**config.mk**
```make
export PLATFORM = sky130hd
export DESIGN_NAME = flagpred_unit
export DESIGN_NICKNAME = d
export VERILOG_FILES = /design/src/rtl/flagpred_pkg.sv /design/src/rtl/flagpred_cond.sv /design/src/rtl/flagpred_ctrl.sv /design/src/rtl/flagpred_dp.sv /design/src/rtl/flagpred_unit.sv
export SDC_FILE = /design/constraint.sdc
export NUM_CORES = 1
export LEC_CHECK = 0
export CORE_ASPECT_RATIO = 1.4
export CORE_UTILIZATION = 45
export CTS_BUF_LIST = sky130_fd_sc_hd__clkbuf_16
export DETAILED_ROUTE_END_ITERATION = 8
export PLACE_DENSITY_LB_ADDON = 0.3
export SETUP_SLACK_MARGIN = 0.15
export SYNTH_ARGS = -nofsm -noshare
export SYNTH_HDL_FRONTEND = slang
export SYNTH_SLANG_ARGS = --single-unit
export TNS_END_PERCENT = 10
```
**constraint.sdc**
```tcl
create_clock -name clk -period 3.5 [get_ports clk]
set_input_delay 1.05 -clock clk [delete_from_list [all_inputs] [get_ports clk]]
set_output_delay 1.05 -clock clk [all_outputs]
set_load 0.02 [all_outputs]
```
**src/rtl/flagpred_pkg.sv**
```systemverilog
package flagpred_pkg;

  localparam int FLAG_W = 4;
  localparam int FLAG_N = 3;
  localparam int FLAG_Z = 2;
  localparam int FLAG_C = 1;
  localparam int FLAG_V = 0;

  typedef enum logic [2:0] {
    CLS_ARITH = 3'd0,
    CLS_LOGIC = 3'd1,
    CLS_CMPSUB = 3'd2,
    CLS_CMPADD = 3'd3,
    CLS_TSTAND = 3'd4,
    CLS_TSTXOR = 3'd5,
    CLS_PLAIN0 = 3'd6,
    CLS_PLAIN1 = 3'd7
  } opClass_e;

  typedef enum logic [3:0] {
    CC_EQ = 4'd0,  CC_NE = 4'd1,  CC_CS = 4'd2,  CC_CC = 4'd3,
    CC_MI = 4'd4,  CC_PL = 4'd5,  CC_VS = 4'd6,  CC_VC = 4'd7,
    CC_HI = 4'd8,  CC_LS = 4'd9,  CC_GE = 4'd10, CC_LT = 4'd11,
    CC_GT = 4'd12, CC_LE = 4'd13, CC_AL = 4'd14, CC_NV = 4'd15
  } condCode_e;

  typedef enum logic [2:0] {
    SRC_ALU = 3'd0,
    SRC_SUB = 3'd1,
    SRC_ADD = 3'd2,
    SRC_AND = 3'd3,
    SRC_XOR = 3'd4
  } flagSrc_e;

  typedef struct packed {
    logic [FLAG_W-1:0] updMask;
    flagSrc_e          src;
  } flagStrobe_t;

endpackage

```
**src/rtl/flagpred_cond.sv**
```systemverilog
module flagpred_cond
  import flagpred_pkg::*;
(
  input  logic [FLAG_W-1:0] flagsIn,
  input  logic [3:0]        condCode,
  output logic              condPass
);

  logic fN, fZ, fC, fV;
  logic signedGe;

  assign fN = flagsIn[FLAG_N];
  assign fZ = flagsIn[FLAG_Z];
  assign fC = flagsIn[FLAG_C];
  assign fV = flagsIn[FLAG_V];
  assign signedGe = (fN == fV);

  always_comb begin
    unique case (condCode_e'(condCode))
      CC_EQ: condPass = fZ;
      CC_NE: condPass = !fZ;
      CC_CS: condPass = fC;
      CC_CC: condPass = !fC;
      CC_MI: condPass = fN;
      CC_PL: condPass = !fN;
      CC_VS: condPass = fV;
      CC_VC: condPass = !fV;
      CC_HI: condPass = fC && !fZ;
      CC_LS: condPass = !fC || fZ;
      CC_GE: condPass = signedGe;
      CC_LT: condPass = !signedGe;
      CC_GT: condPass = !fZ && signedGe;
      CC_LE: condPass = fZ || !signedGe;
      CC_AL: condPass = 1'b1;
      CC_NV: condPass = 1'b0;
      default: condPass = 1'b0;
    endcase
  end

endmodule

```
**src/rtl/flagpred_ctrl.sv**
```systemverilog
module flagpred_ctrl
  import flagpred_pkg::*;
(
  input  logic              instValid,
  input  logic [3:0]        condCode,
  input  logic              setFlags,
  input  logic [2:0]        opClass,
  input  logic [FLAG_W-1:0] flagsCur,
  output logic              execEn,
  output logic              regWrEn,
  output flagStrobe_t       strobe
);

  localparam logic [FLAG_W-1:0] MASK_ALL = '1;
  localparam logic [FLAG_W-1:0] MASK_NZC = MASK_ALL & ~(FLAG_W'(1) << FLAG_V);
  localparam logic [FLAG_W-1:0] MASK_NONE = '0;

  logic     condPass;
  logic     isCompare;
  opClass_e cls;

  flagpred_cond u_cond (
    .flagsIn (flagsCur),
    .condCode(condCode),
    .condPass(condPass)
  );

  assign cls = opClass_e'(opClass);
  assign execEn = instValid && condPass;

  always_comb begin
    unique case (cls)
      CLS_CMPSUB, CLS_CMPADD, CLS_TSTAND, CLS_TSTXOR: isCompare = 1'b1;
      default:                                         isCompare = 1'b0;
    endcase
  end

  assign regWrEn = execEn && !isCompare;

  always_comb begin
    strobe.src = SRC_ALU;
    strobe.updMask = MASK_NONE;
    unique case (cls)
      CLS_ARITH: strobe.updMask = setFlags ? MASK_ALL : MASK_NONE;
      CLS_LOGIC: strobe.updMask = setFlags ? MASK_NZC : MASK_NONE;
      CLS_CMPSUB: begin
        strobe.src = SRC_SUB;
        strobe.updMask = MASK_ALL;
      end
      CLS_CMPADD: begin
        strobe.src = SRC_ADD;
        strobe.updMask = MASK_ALL;
      end
      CLS_TSTAND: begin
        strobe.src = SRC_AND;
        strobe.updMask = MASK_NZC;
      end
      CLS_TSTXOR: begin
        strobe.src = SRC_XOR;
        strobe.updMask = MASK_NZC;
      end
      default: strobe.updMask = MASK_NONE;
    endcase
    if (!execEn) strobe.updMask = MASK_NONE;
  end

endmodule

```
**src/rtl/flagpred_dp.sv**
```systemverilog
module flagpred_dp
  import flagpred_pkg::*;
#(
  parameter int DATA_W = 32
) (
  input  logic              clk,
  input  logic              rstN,
  input  flagStrobe_t       strobe,
  input  logic [DATA_W-1:0] opA,
  input  logic [DATA_W-1:0] opB,
  input  logic [DATA_W-1:0] aluResult,
  input  logic              aluCarry,
  input  logic              aluOverflow,
  output logic [FLAG_W-1:0] flagsQ
);

  localparam int MSB = DATA_W - 1;

  logic [DATA_W:0]   subExt;
  logic [DATA_W:0]   addExt;
  logic [DATA_W-1:0] candRes;
  logic              candCarry;
  logic              candOvf;
  logic [FLAG_W-1:0] candFlags;
  logic              subOvf;
  logic              addOvf;

  // subtract as A + ~B + 1, so the carry out is the not-borrow
  assign subExt = {1'b0, opA} + {1'b0, ~opB} + {{DATA_W{1'b0}}, 1'b1};
  assign addExt = {1'b0, opA} + {1'b0, opB};

  assign subOvf = (opA[MSB] ^ opB[MSB]) & (subExt[MSB] ^ opA[MSB]);
  assign addOvf = ~(opA[MSB] ^ opB[MSB]) & (addExt[MSB] ^ opA[MSB]);

  always_comb begin
    candRes = aluResult;
    candCarry = aluCarry;
    candOvf = aluOverflow;
    unique case (strobe.src)
      SRC_SUB: begin
        candRes = subExt[MSB:0];
        candCarry = subExt[DATA_W];
        candOvf = subOvf;
      end
      SRC_ADD: begin
        candRes = addExt[MSB:0];
        candCarry = addExt[DATA_W];
        candOvf = addOvf;
      end
      SRC_AND: candRes = opA & opB;
      SRC_XOR: candRes = opA ^ opB;
      default: ;
    endcase
  end

  always_comb begin
    candFlags = '0;
    candFlags[FLAG_N] = candRes[MSB];
    candFlags[FLAG_Z] = (candRes == '0);
    candFlags[FLAG_C] = candCarry;
    candFlags[FLAG_V] = candOvf;
  end

  for (genvar i = 0; i < FLAG_W; i++) begin : g_flag
    always_ff @(posedge clk or negedge rstN) begin
      if (!rstN) begin
        flagsQ[i] <= 1'b0;
      end else if (strobe.updMask[i]) begin
        flagsQ[i] <= candFlags[i];
      end
    end
  end

endmodule

```
**src/rtl/flagpred_unit.sv**
```systemverilog
module flagpred_unit
  import flagpred_pkg::*;
#(
  parameter int DATA_W = 32
) (
  input  logic              clk,
  input  logic              rstN,
  input  logic              instValid,
  input  logic [3:0]        condCode,
  input  logic              setFlags,
  input  logic [2:0]        opClass,
  input  logic [DATA_W-1:0] opA,
  input  logic [DATA_W-1:0] opB,
  input  logic [DATA_W-1:0] aluResult,
  input  logic              aluCarry,
  input  logic              aluOverflow,
  output logic              execEn,
  output logic              regWrEn,
  output logic [3:0]        flags
);

  flagStrobe_t       strobe;
  logic [FLAG_W-1:0] flagsQ;

  flagpred_ctrl u_ctrl (
    .instValid(instValid),
    .condCode (condCode),
    .setFlags (setFlags),
    .opClass  (opClass),
    .flagsCur (flagsQ),
    .execEn   (execEn),
    .regWrEn  (regWrEn),
    .strobe   (strobe)
  );

  flagpred_dp #(.DATA_W(DATA_W)) u_dp (
    .clk        (clk),
    .rstN       (rstN),
    .strobe     (strobe),
    .opA        (opA),
    .opB        (opB),
    .aluResult  (aluResult),
    .aluCarry   (aluCarry),
    .aluOverflow(aluOverflow),
    .flagsQ     (flagsQ)
  );

  assign flags = flagsQ;

endmodule

```
After elaboration in Yosys (flattened, before gate mapping)

Cells that the tools add are included.

Register bits after elaboration: 4
Bits of input ports: 109

$add $sub $neg: 3
Equality and inequality tests: 25
Mux-type cells: 10
Bitwise gates (word level): 9
Reductions and logical operators: 18

Operators by type and width:

| kind                    | count |
|---|---|
| $pmux W32 S4            | 1 |
| $add A32 B32 Y33        | 2 |
| $add A33 B1 Y33 const B | 1 |
| $and A32 B32 Y32        | 1 |
| $eq A4 B4 Y1 const B    | 8 |
| $logic_not A32 Y1       | 1 |
| $not A32 Y32            | 1 |
| $xor A32 B32 Y32        | 1 |
| $eq A4 B3 Y1 const B    | 4 |
| $pmux W1 S16            | 1 |
| $pmux W4 S4             | 1 |
| $eq A3 B2 Y1 const B    | 4 |
| $mux W4                 | 3 |
| $pmux W3 S4             | 1 |
| $eq A3 B3 Y1 const B    | 3 |
| $eq A4 B2 Y1 const B    | 2 |
| $eq A3 B1 Y1 const B    | 2 |
| $logic_not A1 Y1        | 6 |
| $eq A4 B1 Y1 const B    | 1 |
| $logic_and A1 B1 Y1     | 4 |
| $logic_not A4 Y1        | 1 |
| $pmux W1 S2             | 2 |
| $reduce_or A2 Y1        | 2 |
| $reduce_or A4 Y1        | 1 |
| 7 further kinds         | 11 |

Depth between registers and ports, before layout

Gate-level depths: netlist of the first run.

Depth in word-level cells: 6
Gate-level depth with buffers: 14

Cells and area by module

Synthesis of the first run repeated with hierarchy kept, for this count alone.

Cells, all modules: 820
Area total of the unflattened synthesis: 5,550.3 um^2

By module, submodules not included:

| module        | times used | cells each | area an instance (um^2) |
|---|---|---|---|
| flagpred_dp   | 1          | 781        | 5,300.1 |
| flagpred_cond | 1          | 23         | 155.1 |
| flagpred_ctrl | 1          | 16         | 95.1 |

Least setup slack after synthesis of the first run

Ideal clock, no wire load.

Path kind: input -> register
Start point: in opA[0]
End point: reg u_dp.flagsQ[2]
Library setup time: 87 ps
Data arrival time: 3,679 ps
Required time: 3,413 ps
Slack: -266 ps
Cell stages on the path: 14
Buffers on the path: 0
Cell sequence: inv_1 ha_1 fa_1 nand2b_1 a211oi_1 o21ai_0 o31ai_1 a21oi_1 o21bai_1 xnor2_1 nand4_1 nor3_1 o211ai_1 a22oi_1

Word-level cells in the longest chain between the ends: 4
Elaborated cells on any way between the ends: 7
Classes of those cells: add/sub: 3; mux: 1; bitwise: 2; reduce/logical: 1

RTL lines:

| element                         | line                | source |
|---|---|---|
| from (decl)                     | flagpred_unit.sv:12 | `input logic [DATA_W-1:0] opA,` |
| $add A32 B32 Y33                | flagpred_dp.sv:29   | `assign subExt = {1'b0, opA} + {1'b0, ~opB} + {{DATA_W{1'b0}}, 1'b1};` |
| $add A33 B1 Y33                 | flagpred_dp.sv:29   |  |
| $pmux W32 S4 (*)                | flagpred_dp.sv:39   | `unique case (strobe.src)` |
| $logic_not A32 Y1 (*)           | flagpred_dp.sv:59   | `candFlags[FLAG_Z] = (candRes == '0);` |
| to (signal, indexed assignment) | flagpred_dp.sv:69   | `flagsQ[i] <= candFlags[i];` |
| to (decl)                       | flagpred_dp.sv:14   | `output logic [FLAG_W-1:0] flagsQ` |

Every way passes the cells marked *; elsewhere a longest branch is shown, timed or not.
A chain may end at the register's enable or synchronous reset.

Worst setup path after layout of the first run

Start point: in opB[18]
End point: reg u_dp.flagsQ[3]

Word-level cells in the longest chain between the ends: 4
Elaborated cells on any way between the ends: 5
Classes of those cells: add/sub: 3; mux: 1; bitwise: 1

RTL lines:

| element          | line                | source |
|---|---|---|
| from (decl)      | flagpred_unit.sv:13 | `input logic [DATA_W-1:0] opB,` |
| $not A32 Y32     | flagpred_dp.sv:29   |  |
| $add A32 B32 Y33 | flagpred_dp.sv:29   |  |
| $add A33 B1 Y33  | flagpred_dp.sv:29   |  |
| $pmux W32 S4 (*) | flagpred_dp.sv:39   |  |

Marked as above.

==> run metrics, run 1 <==
crit-path max cell delay 0.48 ns; relative slew slack between 60% and 70%; Root Buffer clkbuf_16; drt pass-1 iters 8; antenna violations before repair 1; area grow syn2layout 88.8%; Clock transition at path regs roughly 0.030 ns; count of input and output buffers approximately 110; Initial DRC Count roughly 920; crit path launch type primary input; final instance area approximately 9000 µm²; Worst Hold Class register to register; DRC viols 0; WP buf/inv 6; prevailing post-synth register cell dfrtp_1; ANT nets after route 0; number of synthesized flops with an enable pin 0; hold path cells 1; Hold Buf Count CTS 0; R2R depth 13; Max Transition Viols Final 0; Die W about 90 µm; syn nets 898; row cnt between 40 and 50; final worst-path cycle share 118%; Die Ht between 100 and 150 µm; wire length per cell approximately 23 µm; Clock Sink Count 4; Leak just over 4 nW; Synth cell types 83; first-pass GRT wire length 42400 µm; Setup Crit Path Kind primary input to register; clock skew about 0.0021 ns; flops & latches, synth 4; violated checks setup timing; depth of the CTS H-tree 1; Synth area leader ha_1; Crit path depth 16; CP arrival between 4 and 5 ns; routed wire length 28100 µm; final hold slack between 0.6 and 0.7 ns; routed via count 8191; remaining global-route overflow 0; largest net degree at the start of global routing 19; Slowest cell on crit path clkdlybuf4s50_1; register area share after synthesis about 2.1%; CP endpoint kind register; number of global-route vias before repair about 8400; power after layout roughly 2.1 mW; Post-Synthesis Cells ~720; synthesis warning total 0; critical path's most frequent cell buf_4; initial core utilization a little under half; Final Hold Fails 0; layout cells sized above 1 40.0%; Vias/cell around 6.6; Max clock buf depth 2; CP Cell Sequence clkdlybuf4s50_1 -> inv_1 -> ha_4 -> buf_4 -> inv_1 -> a21oi_1 -> buf_4 -> o31ai_4 -> nor3_4 -> nor3_2 -> o32ai_2 -> xnor2_1 -> buf_4 -> a211o_1 -> a21oi_2 -> o21ai_1; max reg flops 4; fillcell total about 560; status finished with violations; Required @ worst endpoint between 3 and 4 ns; min setup slack post-route -0.625 ns; power per standard cell area 235 nW/µm²; setup TNS -2.47 ns; Nets about 1300; I/O pin total around 120; synthesized area per cell 6.68 µm²; Post-synth ARST share between 90% and 100%; CTS tree done; Die Area approximately 11000 µm²; number of max-cap violations 0; Biggest register u_dp.flagsQ; Top Registers u_dp.flagsQ x4; Largest delay share family, worst path compound AO/OA/AOI/OAI gates; Post-Syn Area a little under 5000 µm²; Max VDD drop approximately 0.13 mV; CP Max Fanout 4; core area between 10000 and 15000 µm²; RSZ-0062 raised after global routing true; synth top area cells ha_1 17%, a21oi_1 7.5%, inv_1 5.1%; final critical-path required period slightly above 4 ns; total track usage 49.2%; Yosys top cell area share between 10% and 20%; CTS Buf Count 3; Post-Place Cell Area just over 8000 µm²; endpoints failing setup 6; Skew-Pair Late Insertion Delay 0.23 ns; reg2reg setup slack around 0.56 ns; DP HPWL 19800 µm; slew of the pin with the lowest slew margin 0.560 ns; RePlAce Congestion between 1 and 1.5; Max Freq about 0.24 GHz
## per-stage QoR
stage               utilization [%]  cells  setup slack, ns
finish                         87.5   1235           -0.625
detailed placement             77.6   1209            -1.23
CTS                            84.8   1229           -0.465
global placement               77.6   1209            -1.14
global route                   87.5   1235           -0.746
floorplan                         -    722           -0.130
## routing by layer
layer  track usage (%)  vias to the layer above  part of all wire (%)
li1                  -                     3466                     -
met1              45.0                     3669                    30
met2              84.7                      728                    49
met3              14.5                      328                   9.3
met4              42.7                        0                    12
met5              3.03                        -                     0
## placed cells by master (no fill, tap or decap), types with 16 or more instances in the layout
master,n
a21oi_1,61
buf_4,282
clkdlybuf4s50_1,86
dlygate4sd2_1,21
ha_1,42
ha_4,20
inv_1,54
nand2_1,46
nand4_1,16
nor2_1,54
nor3_1,19
nor4_1,18
o21ai_0,30
xnor2_1,27
## where the power goes
| part | switching [mW] | internal [mW] |
|---|---|---|
| Combinational | 0.961 | 0.900 |
| Sequential | 0.0318 | 0.0637 |
| Clock | 0.0404 | 0.147 |
## what timing repair did
action | 4_1_cts | 5_1_grt
pin swaps | 51 | 33
setup buffers | 17 | 5
gates resized for setup | 156 | 48
endpoints found under the setup margin | 6 | 6
gates cloned | 0 | 0
## area by class of cell
class	count	area (µm²)	area share (%)
Multi-Input combinational cell	615	5130	56.4
Tap cell	138	173	1.90
Sequential cell	4	100	1.10
Inverter	67	253	2.78
Timing Repair Buffer	407	3370	37.0
Antenna cell	1	2.50	0.0275
Clock buffer	3	75.1	0.825
## kinds of logic after synthesis
kind of cell    count (synthesis)  share of synthesized area, %
mux                             7                          1.53
flops                           4                          2.08
fa+ha+maj                      67                          17.7
compound gates                252                          36.4
buf+inv                       103                          8.74
xor+xnor                       33                          5.99
simple gates                  256                          27.6
## cell usage after synthesis (all sizes together) (5+ instances only)
cell,n
nand2,49
nor2b,15
ha,65
xnor2,27
a221oi,6
a2111oi,6
xor2,6
inv,66
a311oi,5
o2111ai,6
nand2b,13
o22ai,6
clkbuf,18
nor2,62
buf,18
a211oi,14
o21a,11
o31ai,11
nor3,26
o211ai,9
a21oi,72
o21bai,9
nor4,25
nand4,16
nand3,14
o21ai,41
a31oi,7
and3,10
## worst paths after layout
kind / from / endpoint
worst max-delay path: opB[18] / u_dp.flagsQ[3]
worst min-delay path: u_dp.flagsQ[1] / u_dp.flagsQ[1]
worst max register to register: u_dp.flagsQ[0] / u_dp.flagsQ[2]
worst min register to register: u_dp.flagsQ[1] / u_dp.flagsQ[1]
max in group asynchronous: rstN / u_dp.flagsQ[0]
min in group asynchronous: rstN / u_dp.flagsQ[1]
No activity file was read; power rests on OpenSTA's default activity.
==> run 2: changes to the inputs <==
--- a/config.mk
+++ b/config.mk
@@ -6,7 +6,7 @@
 export NUM_CORES = 1
 export LEC_CHECK = 0
 export CORE_ASPECT_RATIO = 1.4
-export CORE_UTILIZATION = 45
+export CORE_UTILIZATION = 50
 export CTS_BUF_LIST = sky130_fd_sc_hd__clkbuf_16
 export DETAILED_ROUTE_END_ITERATION = 8
 export PLACE_DENSITY_LB_ADDON = 0.3
==> run metrics, run 2 <==
synthesis warning total 0 (unchanged); synth top area cells ha_1 17%, a21oi_1 7.5%, inv_1 5.1% (unchanged); Max clock buf depth 2 (unchanged); cts repair resizes 352 (was 156); depth of the CTS H-tree 1 (unchanged); Post-synth ARST share 100% (unchanged); Post-Synthesis Cells 722 (unchanged); Post-Syn Area 4820 µm² (unchanged); Hold Buf Count CTS 0 (unchanged); Synth cell types 83 (unchanged); RePlAce Congestion 1.15 (was 1.07); count of input and output buffers 114 (unchanged); Tool Error [ERROR DPL-0033] detailed placement checks failed during check placement.; count leader, synth a21oi_1 (unchanged); I/O pin total 115 (unchanged); synthesized area per cell 6.68 µm² (unchanged); DP HPWL 18800 µm (was 19800 µm); Stopped at clock tree synthesis (4_1_cts); row cnt 42 (was 44); status did not finish (was finished with violations); Die W 85.0 µm (was 89.5 µm); synth cell count leaders 72 x a21oi_1, 66 x inv_1, 65 x ha_1 (unchanged); Yosys top cell area share 16.9% (unchanged); Post-CTS Repair Setup Buffers 49 (was 17); initial core utilization 51.3% (was 46.4%); prevailing post-synth register cell dfrtp_1 (unchanged); register area share after synthesis 2.08% (unchanged); Die Ht 118 µm (was 125 µm); Root Buffer clkbuf_16 (unchanged); CTS Buf Count 3 (unchanged); Synth area leader ha_1 (unchanged); syn nets 898 (unchanged); number of synthesized flops with an enable pin 0 (unchanged); flops & latches, synth 4 (unchanged); Clock Sink Count 4 (unchanged)
run 2: cells by family after synthesis:
| family | count (synthesis) | share of synthesized area [%] |
|---|---|---|
| mux | 7 | 1.53 |
| simple gates | 256 | 27.6 |
| fa+ha+maj | 67 | 17.7 |
| compound gates | 252 | 36.4 |
| xor+xnor | 33 | 5.99 |
| buf+inv | 103 | 8.74 |
| flops | 4 | 2.08 |
run 2: through the flow:
step           instance area (µm²)  instances  setup slack (ns)  hold WS, ns  utilization, %
2_1_floorplan                 4900        722            -0.130        0.631               -
3_3_place_gp                  7830       1153            -0.947        0.535            83.2
3_5_place_dp                  7830       1153             -1.02        0.557            83.2
==> run 3: changes to the inputs <==
--- a/config.mk
+++ b/config.mk
@@ -5,12 +5,9 @@
 export SDC_FILE = /design/constraint.sdc
 export NUM_CORES = 1
 export LEC_CHECK = 0
-export CORE_ASPECT_RATIO = 1.4
-export CORE_UTILIZATION = 50
-export CTS_BUF_LIST = sky130_fd_sc_hd__clkbuf_16
+export CORE_UTILIZATION = 35
 export DETAILED_ROUTE_END_ITERATION = 8
-export PLACE_DENSITY_LB_ADDON = 0.3
-export SETUP_SLACK_MARGIN = 0.15
+export PLACE_DENSITY_LB_ADDON = 0.15
 export SYNTH_ARGS = -nofsm -noshare
 export SYNTH_HDL_FRONTEND = slang
 export SYNTH_SLANG_ARGS = --single-unit
==> run metrics, run 3 (synthesis gave the netlist of run 1 again) <==
status finished with violations (was did not finish); violated checks setup timing; WL met3 roughly 1600 µm; Clock Sink Count 4 (unchanged); drt pass-1 iters 5; endpoints failing setup 6; Skew-Pair Late Insertion Delay approximately 0.23 ns; Clock transition at path regs roughly 0.03 ns; area grow syn2layout 96.6%; Critical Path Start opA[12]; CP endpoint kind register; routed length on met2 11600 µm; clock skew 0.00451 ns; CTS tree done; wire length per cell just under 20 µm; Post-Place Cell Area 8140 µm² (was 7830 µm²); Max Used Layer met4; met1 wire length 11100 µm; final instance area approximately 9500 µm²; CTS Buf Count 3 (unchanged); fillcell total 1123; remaining global-route overflow 0; setup TNS -1.28 ns; row cnt 42 (unchanged); Hold Buf Count CTS 0 (unchanged); Leak around 4.2 nW; core area 13300 µm²; Biggest register u_dp.flagsQ; min setup slack post-route -0.402 ns; layout cells sized above 1 between 40% and 50%; DRC viols 0; CP Max Fanout 5; Nets roughly 1300; max reg flops 4; Post-Route Utilization roughly 71%; Max Transition Viols Final 0; Max clock buf depth 2 (unchanged); hold path start u_dp.flagsQ[3]; number of max-cap violations 0; slew of the pin with the lowest slew margin around 0.56 ns; Max Freq 0.256 GHz; power per standard cell area between 200 and 250 nW/µm²; Die Area approximately 14000 µm²; ANT nets after route 0; initial core utilization 36.1% (was 51.3%); first-pass GRT wire length 38800 µm; count of input and output buffers 114 (unchanged); routed via count ~7300; largest net degree at the start of global routing 19; Top Registers u_dp.flagsQ x4; antenna violations before repair 0; DP HPWL 20000 µm (was 18800 µm); RePlAce Congestion 0.951 (was 1.15); Setup Crit Path Kind primary input to register; total track usage about 34%; Die W 119 µm (was 85.0 µm); RSZ-0062 raised after global routing true; depth of the CTS H-tree 1 (unchanged); Initial DRC Count between 400 and 500; routed wire length ~25000 µm; relative slew slack a little over three fifths; final worst-path cycle share 111%; CP arrival 4.00 ns; Worst Hold Class register to register; crit path launch type primary input; Final Hold Fails 0; Vias/cell ~5.7; number of diodes 0; most frequent cells in the layout 283 x buf_4, 61 x clkdlybuf4s50_1, 58 x nor2_1, 49 x a21oi_1, 48 x nand2_1; Max VDD drop roughly 0.20 mV; Required @ worst endpoint 3.60 ns; Die Ht 119 µm (was 118 µm); worst r2r src u_dp.flagsQ[0]; I/O pin total 115 (unchanged); final critical-path required period 3.90 ns; commonest non-fill, non-tap cell in the layout buf_4; Root Buffer clkbuf_16 (unchanged); number of global-route vias before repair 7594
==> run 3: power by group <==
part | switching, mW | total, mW | internal [mW]
Sequential | 0.0242 | 0.0880 | 0.0638
Combinational | 0.930 | 1.88 | 0.946
Clock | 0.0342 | 0.180 | 0.146
==> run 3: final timing paths <==
kind | end | slack [ns] | depth (start not counted)
max | u_dp.flagsQ[1] | -0.40 | 14
min | u_dp.flagsQ[3] | 0.56 | 2
max reg2reg | u_dp.flagsQ[2] | 0.82 | 12
min reg2reg | u_dp.flagsQ[3] | 0.56 | 2
max in group asynchronous | u_dp.flagsQ[0] | 2.26 | 1
min in group asynchronous | u_dp.flagsQ[3] | 1.05 | 1
==> run 3: through the flow <==
step	hold slack [ns]	std cells	setup slack [ns]	power, mW
finish	0.563	1285	-0.402	2.14
global route	0.628	1285	-0.462	2.27
CTS	0.566	1279	-0.339	2.04
detailed placement	0.559	1247	-1.21	1.63
global placement	0.536	1247	-1.16	1.60
floorplan	0.631	722	-0.130	0.838
==> run 3: worst max-delay path: stages <==
cell	delay [ns]
dlygate4sd2_1	0.28
ha_4	0.30
buf_4	0.14
or3b_1	0.35
a31o_1	0.22
a21oi_2	0.16
nor3_2	0.08
nor2b_2	0.18
a2111o_1	0.39
o21ai_2	0.09
o21bai_1	0.10
a21oi_1	0.22
o311ai_2	0.15
mux2_4	0.29
==> run 3: repair_timing <==
action                     in CTS  in global routing
pin swaps                      80                 43
resized for setup             288                 59
setup endpoints to repair       6                  6
cloned                          0                  0
buffers inserted               29                  6
==> run 3: area by class of cell <==
cell class                      count  area (µm²)  area share, %
Clock buffer                        3        75.1          0.792
Inverter                           67         254           2.68
Multi-Input combinational cell    615        5370           56.6
Sequential cell                     4         100           1.06
Tap cell                          176         220           2.32
Timing Repair Buffer              420        3470           36.5
==> run 3: layer usage <==
layer | up-vias | track usage [%]
met3 | 41 | 2.97
met5 | - | 0
met2 | 310 | 59.2
met1 | 3495 | 45.9
met4 | 0 | 7.97
li1 | 3493 | -
